[config.mk]
export PLATFORM = sky130hd
export DESIGN_NAME = mii_bridge
export DESIGN_NICKNAME = d
export VERILOG_FILES = /design/src/rtl/mii_pkg.sv /design/src/rtl/mii_mdc_gen.sv /design/src/rtl/mii_frame_engine.sv /design/src/rtl/mii_host_regs.sv /design/src/rtl/mii_bridge.sv
export SDC_FILE = /design/constraint.sdc
export NUM_CORES = 1
export LEC_CHECK = 0
export CELL_PAD_IN_SITES_DETAIL_PLACEMENT = 0
export CELL_PAD_IN_SITES_GLOBAL_PLACEMENT = 2
export CORE_MARGIN = 1.5
export CORE_UTILIZATION = 30
export DETAILED_ROUTE_END_ITERATION = 10
export PLACE_DENSITY_LB_ADDON = 0.05
export SETUP_SLACK_MARGIN = 0.3
export SYNTH_ARGS = -nofsm -noshare
export SYNTH_HDL_FRONTEND = slang
export SYNTH_SLANG_ARGS = --single-unit
[constraint.sdc]
create_clock -name clk -period 3.7 [get_ports clk]
set_clock_uncertainty 0.05 [all_clocks]
set_input_delay 0.37 -clock clk [delete_from_list [all_inputs] [get_ports clk]]
set_output_delay 0.37 -clock clk [all_outputs]
set_load 0.05 [all_outputs]
[src/rtl/mii_pkg.sv]
package mii_pkg;

    localparam int unsigned PRE_BITS   = 32;
    localparam int unsigned FRAME_BITS = 64;
    localparam int unsigned TA_SLOT    = 46;
    localparam int unsigned DATA_SLOT  = 48;
    localparam int unsigned SLOT_W     = $clog2(FRAME_BITS);
    localparam int unsigned BUSY_BIT   = 0;

    localparam logic [1:0] OP_READ  = 2'b10;
    localparam logic [1:0] OP_WRITE = 2'b01;
    localparam logic [1:0] SOF      = 2'b01;
    localparam logic [1:0] TA_DRIVE = 2'b10;

    localparam logic SEL_DATA = 1'b0;
    localparam logic SEL_CMD  = 1'b1;

    typedef struct packed {
        logic [4:0] phy;
        logic [4:0] regi;
        logic       wr;
    } mii_cmd_t;

    function automatic mii_cmd_t unpack_cmd(input logic [31:0] w);
        mii_cmd_t c;
        c.phy  = w[15:11];
        c.regi = w[10:6];
        c.wr   = w[1];
        return c;
    endfunction

    function automatic logic [31:0] pack_cmd(input mii_cmd_t c, input logic busy);
        return {16'h0000, c.phy, c.regi, 4'h0, c.wr, busy};
    endfunction

    function automatic logic [FRAME_BITS-1:0] build_frame(input mii_cmd_t c,
                                                          input logic [15:0] d);
        logic [1:0] op;
        op = c.wr ? OP_WRITE : OP_READ;
        return {{PRE_BITS{1'b1}}, SOF, op, c.phy, c.regi, TA_DRIVE, d};
    endfunction

endpackage

[src/rtl/mii_mdc_gen.sv]
module mii_mdc_gen #(
    parameter int unsigned DIV = 8
) (
    input  logic clk,
    input  logic rst,
    input  logic run,
    output logic mdc,
    output logic rise_tick,
    output logic slot_end
);
    localparam int unsigned HALF = DIV / 2;
    localparam int unsigned CW   = (DIV > 2) ? $clog2(DIV) : 1;

    logic [CW-1:0] cnt;

    assign rise_tick = run && (cnt == CW'(HALF - 1));
    assign slot_end  = run && (cnt == CW'(DIV - 1));

    always_ff @(posedge clk) begin
        if (rst || !run) begin
            cnt <= '0;
            mdc <= 1'b0;
        end else begin
            cnt <= slot_end ? '0 : cnt + CW'(1);
            if (rise_tick)
                mdc <= 1'b1;
            else if (slot_end)
                mdc <= 1'b0;
        end
    end
endmodule

[src/rtl/mii_frame_engine.sv]
module mii_frame_engine
    import mii_pkg::*;
(
    input  logic              clk,
    input  logic              rst,
    input  logic              start,
    input  mii_cmd_t          start_cmd,
    input  logic [15:0]       start_data,
    input  logic              rise_tick,
    input  logic              slot_end,
    input  logic              mdio_i,
    output logic              active,
    output logic              is_rd,
    output logic [SLOT_W-1:0] slot,
    output logic              mdio_o,
    output logic              mdio_oe,
    output logic              done,
    output logic [15:0]       rd_word
);
    localparam logic [SLOT_W-1:0] LAST_SLOT = SLOT_W'(FRAME_BITS - 1);

    logic [FRAME_BITS-1:0] shreg;
    logic [15:0]           rx;

    assign done    = active && slot_end && (slot == LAST_SLOT);
    assign mdio_o  = shreg[FRAME_BITS-1];
    assign mdio_oe = active && !(is_rd && (slot >= SLOT_W'(TA_SLOT)));
    assign rd_word = rx;

    always_ff @(posedge clk) begin
        if (rst) begin
            active <= 1'b0;
            is_rd  <= 1'b0;
            slot   <= '0;
            shreg  <= '1;
            rx     <= '0;
        end else if (start) begin
            active <= 1'b1;
            is_rd  <= !start_cmd.wr;
            slot   <= '0;
            shreg  <= build_frame(start_cmd, start_data);
        end else if (active) begin
            if (rise_tick && is_rd && (slot >= SLOT_W'(DATA_SLOT)))
                rx <= {rx[14:0], mdio_i};
            if (slot_end) begin
                if (slot == LAST_SLOT) begin
                    active <= 1'b0;
                    shreg  <= '1;
                end else begin
                    slot  <= slot + SLOT_W'(1);
                    shreg <= {shreg[FRAME_BITS-2:0], 1'b1};
                end
            end
        end
    end
endmodule

[src/rtl/mii_host_regs.sv]
module mii_host_regs
    import mii_pkg::*;
(
    input  logic        clk,
    input  logic        rst,
    input  logic        host_we,
    input  logic        host_sel,
    input  logic [31:0] host_wdata,
    input  logic        busy,
    input  logic        done,
    input  logic        done_rd,
    input  logic [15:0] rd_word,
    output logic        start,
    output mii_cmd_t    start_cmd,
    output logic [15:0] wr_word,
    output logic [31:0] host_rdata
);
    mii_cmd_t    cmd_q;
    logic [15:0] data_q;
    logic        wr_ok;

    assign wr_ok     = host_we && !busy;
    assign start     = wr_ok && (host_sel == SEL_CMD) && host_wdata[BUSY_BIT];
    assign start_cmd = unpack_cmd(host_wdata);
    assign wr_word   = data_q;

    always_comb begin
        if (host_sel == SEL_CMD)
            host_rdata = pack_cmd(cmd_q, busy);
        else
            host_rdata = {16'h0000, data_q};
    end

    always_ff @(posedge clk) begin
        if (rst) begin
            cmd_q  <= '0;
            data_q <= '0;
        end else begin
            if (wr_ok) begin
                if (host_sel == SEL_CMD)
                    cmd_q <= start_cmd;
                else
                    data_q <= host_wdata[15:0];
            end
            if (done && done_rd)
                data_q <= rd_word;
        end
    end
endmodule

[src/rtl/mii_bridge.sv]
module mii_bridge
    import mii_pkg::*;
#(
    parameter int unsigned MDC_DIV = 8
) (
    input  logic        clk,
    input  logic        rst,
    input  logic        host_we,
    input  logic        host_sel,
    input  logic [31:0] host_wdata,
    output logic [31:0] host_rdata,
    output logic        mdc,
    output logic        mdio_o,
    output logic        mdio_oe,
    input  logic        mdio_i
);
    logic              busy_w;
    logic              rd_w;
    logic [SLOT_W-1:0] slot_w;
    logic              start_w;
    mii_cmd_t          cmd_w;
    logic [15:0]       wr_word_w;
    logic [15:0]       rd_word_w;
    logic              done_w;
    logic              rise_w;
    logic              end_w;

    mii_host_regs u_regs (
        .clk        (clk),
        .rst        (rst),
        .host_we    (host_we),
        .host_sel   (host_sel),
        .host_wdata (host_wdata),
        .busy       (busy_w),
        .done       (done_w),
        .done_rd    (rd_w),
        .rd_word    (rd_word_w),
        .start      (start_w),
        .start_cmd  (cmd_w),
        .wr_word    (wr_word_w),
        .host_rdata (host_rdata)
    );

    mii_mdc_gen #(.DIV(MDC_DIV)) u_mdc (
        .clk       (clk),
        .rst       (rst),
        .run       (busy_w),
        .mdc       (mdc),
        .rise_tick (rise_w),
        .slot_end  (end_w)
    );

    mii_frame_engine u_eng (
        .clk        (clk),
        .rst        (rst),
        .start      (start_w),
        .start_cmd  (cmd_w),
        .start_data (wr_word_w),
        .rise_tick  (rise_w),
        .slot_end   (end_w),
        .mdio_i     (mdio_i),
        .active     (busy_w),
        .is_rd      (rd_w),
        .slot       (slot_w),
        .mdio_o     (mdio_o),
        .mdio_oe    (mdio_oe),
        .done       (done_w),
        .rd_word    (rd_word_w)
    );
endmodule

==> results.tsv <==
stage	metric	value	unit
final_layout	fillcell total	1871	
timing	setup TNS	0	ns
timing	WHS	0.372	ns
final_layout	register area	2380	um^2
setup_path	WS Path Type	reg2out	
worst_hold_path	Worst Hold Class	reg2reg	
route	antenna-violating nets left	0	
setup_path	R2R setup slack	1.35	ns
synthesis	post-synth cell types	41	
route	DRT iter0 DRCs	319	
worst_hold_path	Worst Hold Depth	1	
setup_path	critical path endpoint	mdio_oe	
placement	global placer's final weighted congestion	0.713	
setup_path	CP top delay family	buffers and inverters	
final_layout	area of the multi-input gates	2660	um^2
synthesis	number of synthesized flops with an enable pin	0	
route	Total Wirelength	15700	um
route	drt wl/cell	17.8	um
setup_path	CP Launch Point	u_eng.slot[0]$_SDFFE_PP0P_	
timing	Tightest Pin Transition	0.839	ns
setup_path	crit path DAT	2.32	ns
final_layout	Layout Utilization	0.357	
setup_path	CP required	3.28	ns
clock_tree	clock slew at reported path FFs	0.05	ns
setup_path	crit path max fanout	5	
grt	grt total ovfl	0	
timing	RSZ-0062 raised after global routing	false	
grt	vias in the first global route	4426	
final_layout	most frequent cells in the layout	dfxtp_1, a21oi_1, o21ai_0	
synthesis	Netlist Area Pre-Place	5460	um^2
setup_path	capture point of the worst reg-to-reg path	u_eng.shreg[18]$_SDFFE_PP1P_	
placement	IO Port Bufs	39	
floorplanning	core area	17900	um^2
setup_path	CP endpoint kind	output port	
run_status	status	complete, no violations	
route	Vias/cell	5.23	
clock_tree	# hold bufs at CTS	0	
timing	Hold Vio Cnt, Final	0	
setup_path	CP max stage delay	0.83	ns
clock_tree	clk_lat worst skew	0.41	ns
route	Vias	4600	
final_layout	area delta synth->final	17.0	%
setup_path	CP cell instances	inv_1 > ha_1 > nor2_1 > o21ai_0 > a31oi_1 > clkdlybuf4s50_1	
route	Initial DRT Pass Iterations	5	
synthesis	Synth Instances	637	
timing	period utilization	0.740	
clock_tree	CTS sink count	119	
synthesis	Seq cells post-synth	119	
clock_tree	clock buffer depth	2	
grt	first-pass GRT wire length	25300	um
final_layout	share of cells above drive strength 1	0.105	
synthesis	dominant synthesized flop cell	dfxtp_1	
power_and_ir_drop	PD cells	498	nW/um^2
clock_tree	cts bufs inserted	17	
timing	Slew Viols, Final	0	
power_and_ir_drop	Leak	2.36	nW
grt	initial antenna violation count	0	
setup_path	Critical-path top delay cell	clkdlybuf4s50_1	
timing	fmax	365	MHz
clock_tree	CTS resizes	0	
grt	total track usage	0.175	
final_layout	layout net count	682	
route	DRC Markers	0	
floorplanning	Top-Level Pins	72	
floorplanning	Initial Util	0.305	
setup_path	Reg2Reg Depth	5	
timing	Slew headroom	0.439	
setup_path	crit start category	flip-flop	
placement	HPWL after DPL	9720	um
synthesis	Avg Cell Area, Syn	8.57	um^2
synthesis	async set-reset flop share out of synthesis	0	
floorplanning	die area	19000	um^2
timing	Final Critical Period	2.74	ns
setup_path	Crit path depth	6	
setup_path	Buf/Inv on CP	2	
clock_tree	Root Driver	clkbuf_16	
clock_tree	Post-CTS Setup Repair Bufs	0	
floorplanning	row count	49	
synthesis	Seq/Total Area, Yosys	0.436	
grt	largest net degree at the start of global routing	47	
clock_tree	H-tree depth	4	
power_and_ir_drop	worst vdd ir	300	uV
final_layout	# diodes	0	
floorplanning	die extent in x	138	um
synthesis	Ys Warns	0	
clock_tree	TritonCTS clock tree	done	
setup_path	RR Startpoint	u_eng.slot[1]$_SDFFE_PP0P_	
timing	Setup violations, final	0	
final_layout	commonest non-fill, non-tap cell in the layout	dfxtp_1	
floorplanning	Die Span Y	138	um
job	Max Cap Viol	0	
[cells by family after synthesis]
group / synth area share
DFF: 0.436
AOI/OAI and AO/OA: 0.256
and+or+nand+nor: 0.160
other: 0.000687
adders and majority gates: 0.0115
buffers and inverters: 0.0871
muxes: 0.0486
[report_power, final]
part,total (mW),internal [mW],switching [mW],leakage [nW]
registers,1.34,1.32,0.0258,0.968
clock network,1.58,1.02,0.561,0.278
logic,0.258,0.0902,0.168,1.12
total,3.18,2.42,0.755,2.36
[worst reg2reg max path, stage by stage, from the launching register on]
cell and delay [ns]:
dfxtp_1 0.42, ha_1 0.33, and2_2 0.58, buf_4 0.52, a21oi_1 0.19, o211ai_1 0.18
[per-stage QoR]
step / power, mW / instance area, um^2 / setup WS, ns / cells
5_1_grt: 3.31 / 6390 / 0.824 / 879
2_1_floorplan: 1.56 / 5520 / 1.70 / 652
6_report: 3.18 / 6390 / 0.964 / 879
4_1_cts: 3.23 / 6390 / 0.923 / 879
3_3_place_gp: 1.63 / 5830 / 1.02 / 850
3_5_place_dp: 1.63 / 5830 / 1.03 / 850
[metal layers]
| metal | track usage | routed length [um] | vias up | part of all wire |
|---|---|---|---|---|
| li1 | - | - | 2276 | - |
| met1 | 0.234 | 7510 | 2224 | 0.48 |
| met2 | 0.284 | 7540 | 96 | 0.48 |
| met3 | 0.0431 | 565 | 4 | 0.036 |
| met4 | 0.0434 | 65 | 0 | 0.0041 |
| met5 | 0 | 0 | - | 0 |
[Yosys cell counts (all sizes together) (2+ instances only)]
library cell | number | area (um^2)
and3 | 2 | 12.5
ha | 5 | 62.6
mux2i | 13 | 130
nand4 | 3 | 48.8
nor3 | 19 | 95.1
a211oi | 39 | 293
buf | 56 | 350
nand3 | 51 | 255
nand2 | 37 | 139
nor3b | 2 | 26.3
nor2b | 4 | 25.0
dfxtp | 119 | 2380
inv | 9 | 33.8
nor2 | 51 | 194
clkbuf | 24 | 91.3
o211ai | 27 | 203
a21oi | 74 | 370
o21ai | 57 | 285
a311oi | 16 | 203
mux2 | 12 | 135
o21a | 2 | 15.0
a31oi | 3 | 18.8
and2 | 3 | 18.8
[area by class of cell]
cell class / count / share of cell area
Multi-Input combinational cell: 444 / 0.417
Sequential cell: 119 / 0.373
Clock buffer: 26 / 0.0813
Timing Repair Buffer: 49 / 0.0721
Tap cell: 229 / 0.0449
Clock inverter: 3 / 0.00627
Inverter: 9 / 0.00529
[sequential cells by signal (all words and copies together) (netlist names)]
name,cells
u_mdc.cnt,3
u_regs.wr_word,16
u_eng.rd_word,16
u_eng.active,1
u_eng.is_rd,1
u_mdc.mdc,1
u_regs.cmd_q,11
u_eng.slot,6
u_eng.shreg,64
[worst min path at each step]
stage / from / end
floorplan: u_mdc.cnt[0]$_SDFF_PP0_ / u_mdc.cnt[0]$_SDFF_PP0_
global placement: u_mdc.cnt[0]$_SDFF_PP0_ / u_mdc.cnt[0]$_SDFF_PP0_
detailed placement: u_mdc.cnt[0]$_SDFF_PP0_ / u_mdc.cnt[0]$_SDFF_PP0_
CTS: u_mdc.cnt[0]$_SDFF_PP0_ / u_mdc.cnt[0]$_SDFF_PP0_
global route: u_mdc.cnt[0]$_SDFF_PP0_ / u_mdc.cnt[0]$_SDFF_PP0_
finish: u_mdc.cnt[0]$_SDFF_PP0_ / u_mdc.cnt[0]$_SDFF_PP0_
No activity file was read; power rests on OpenSTA's default activity.
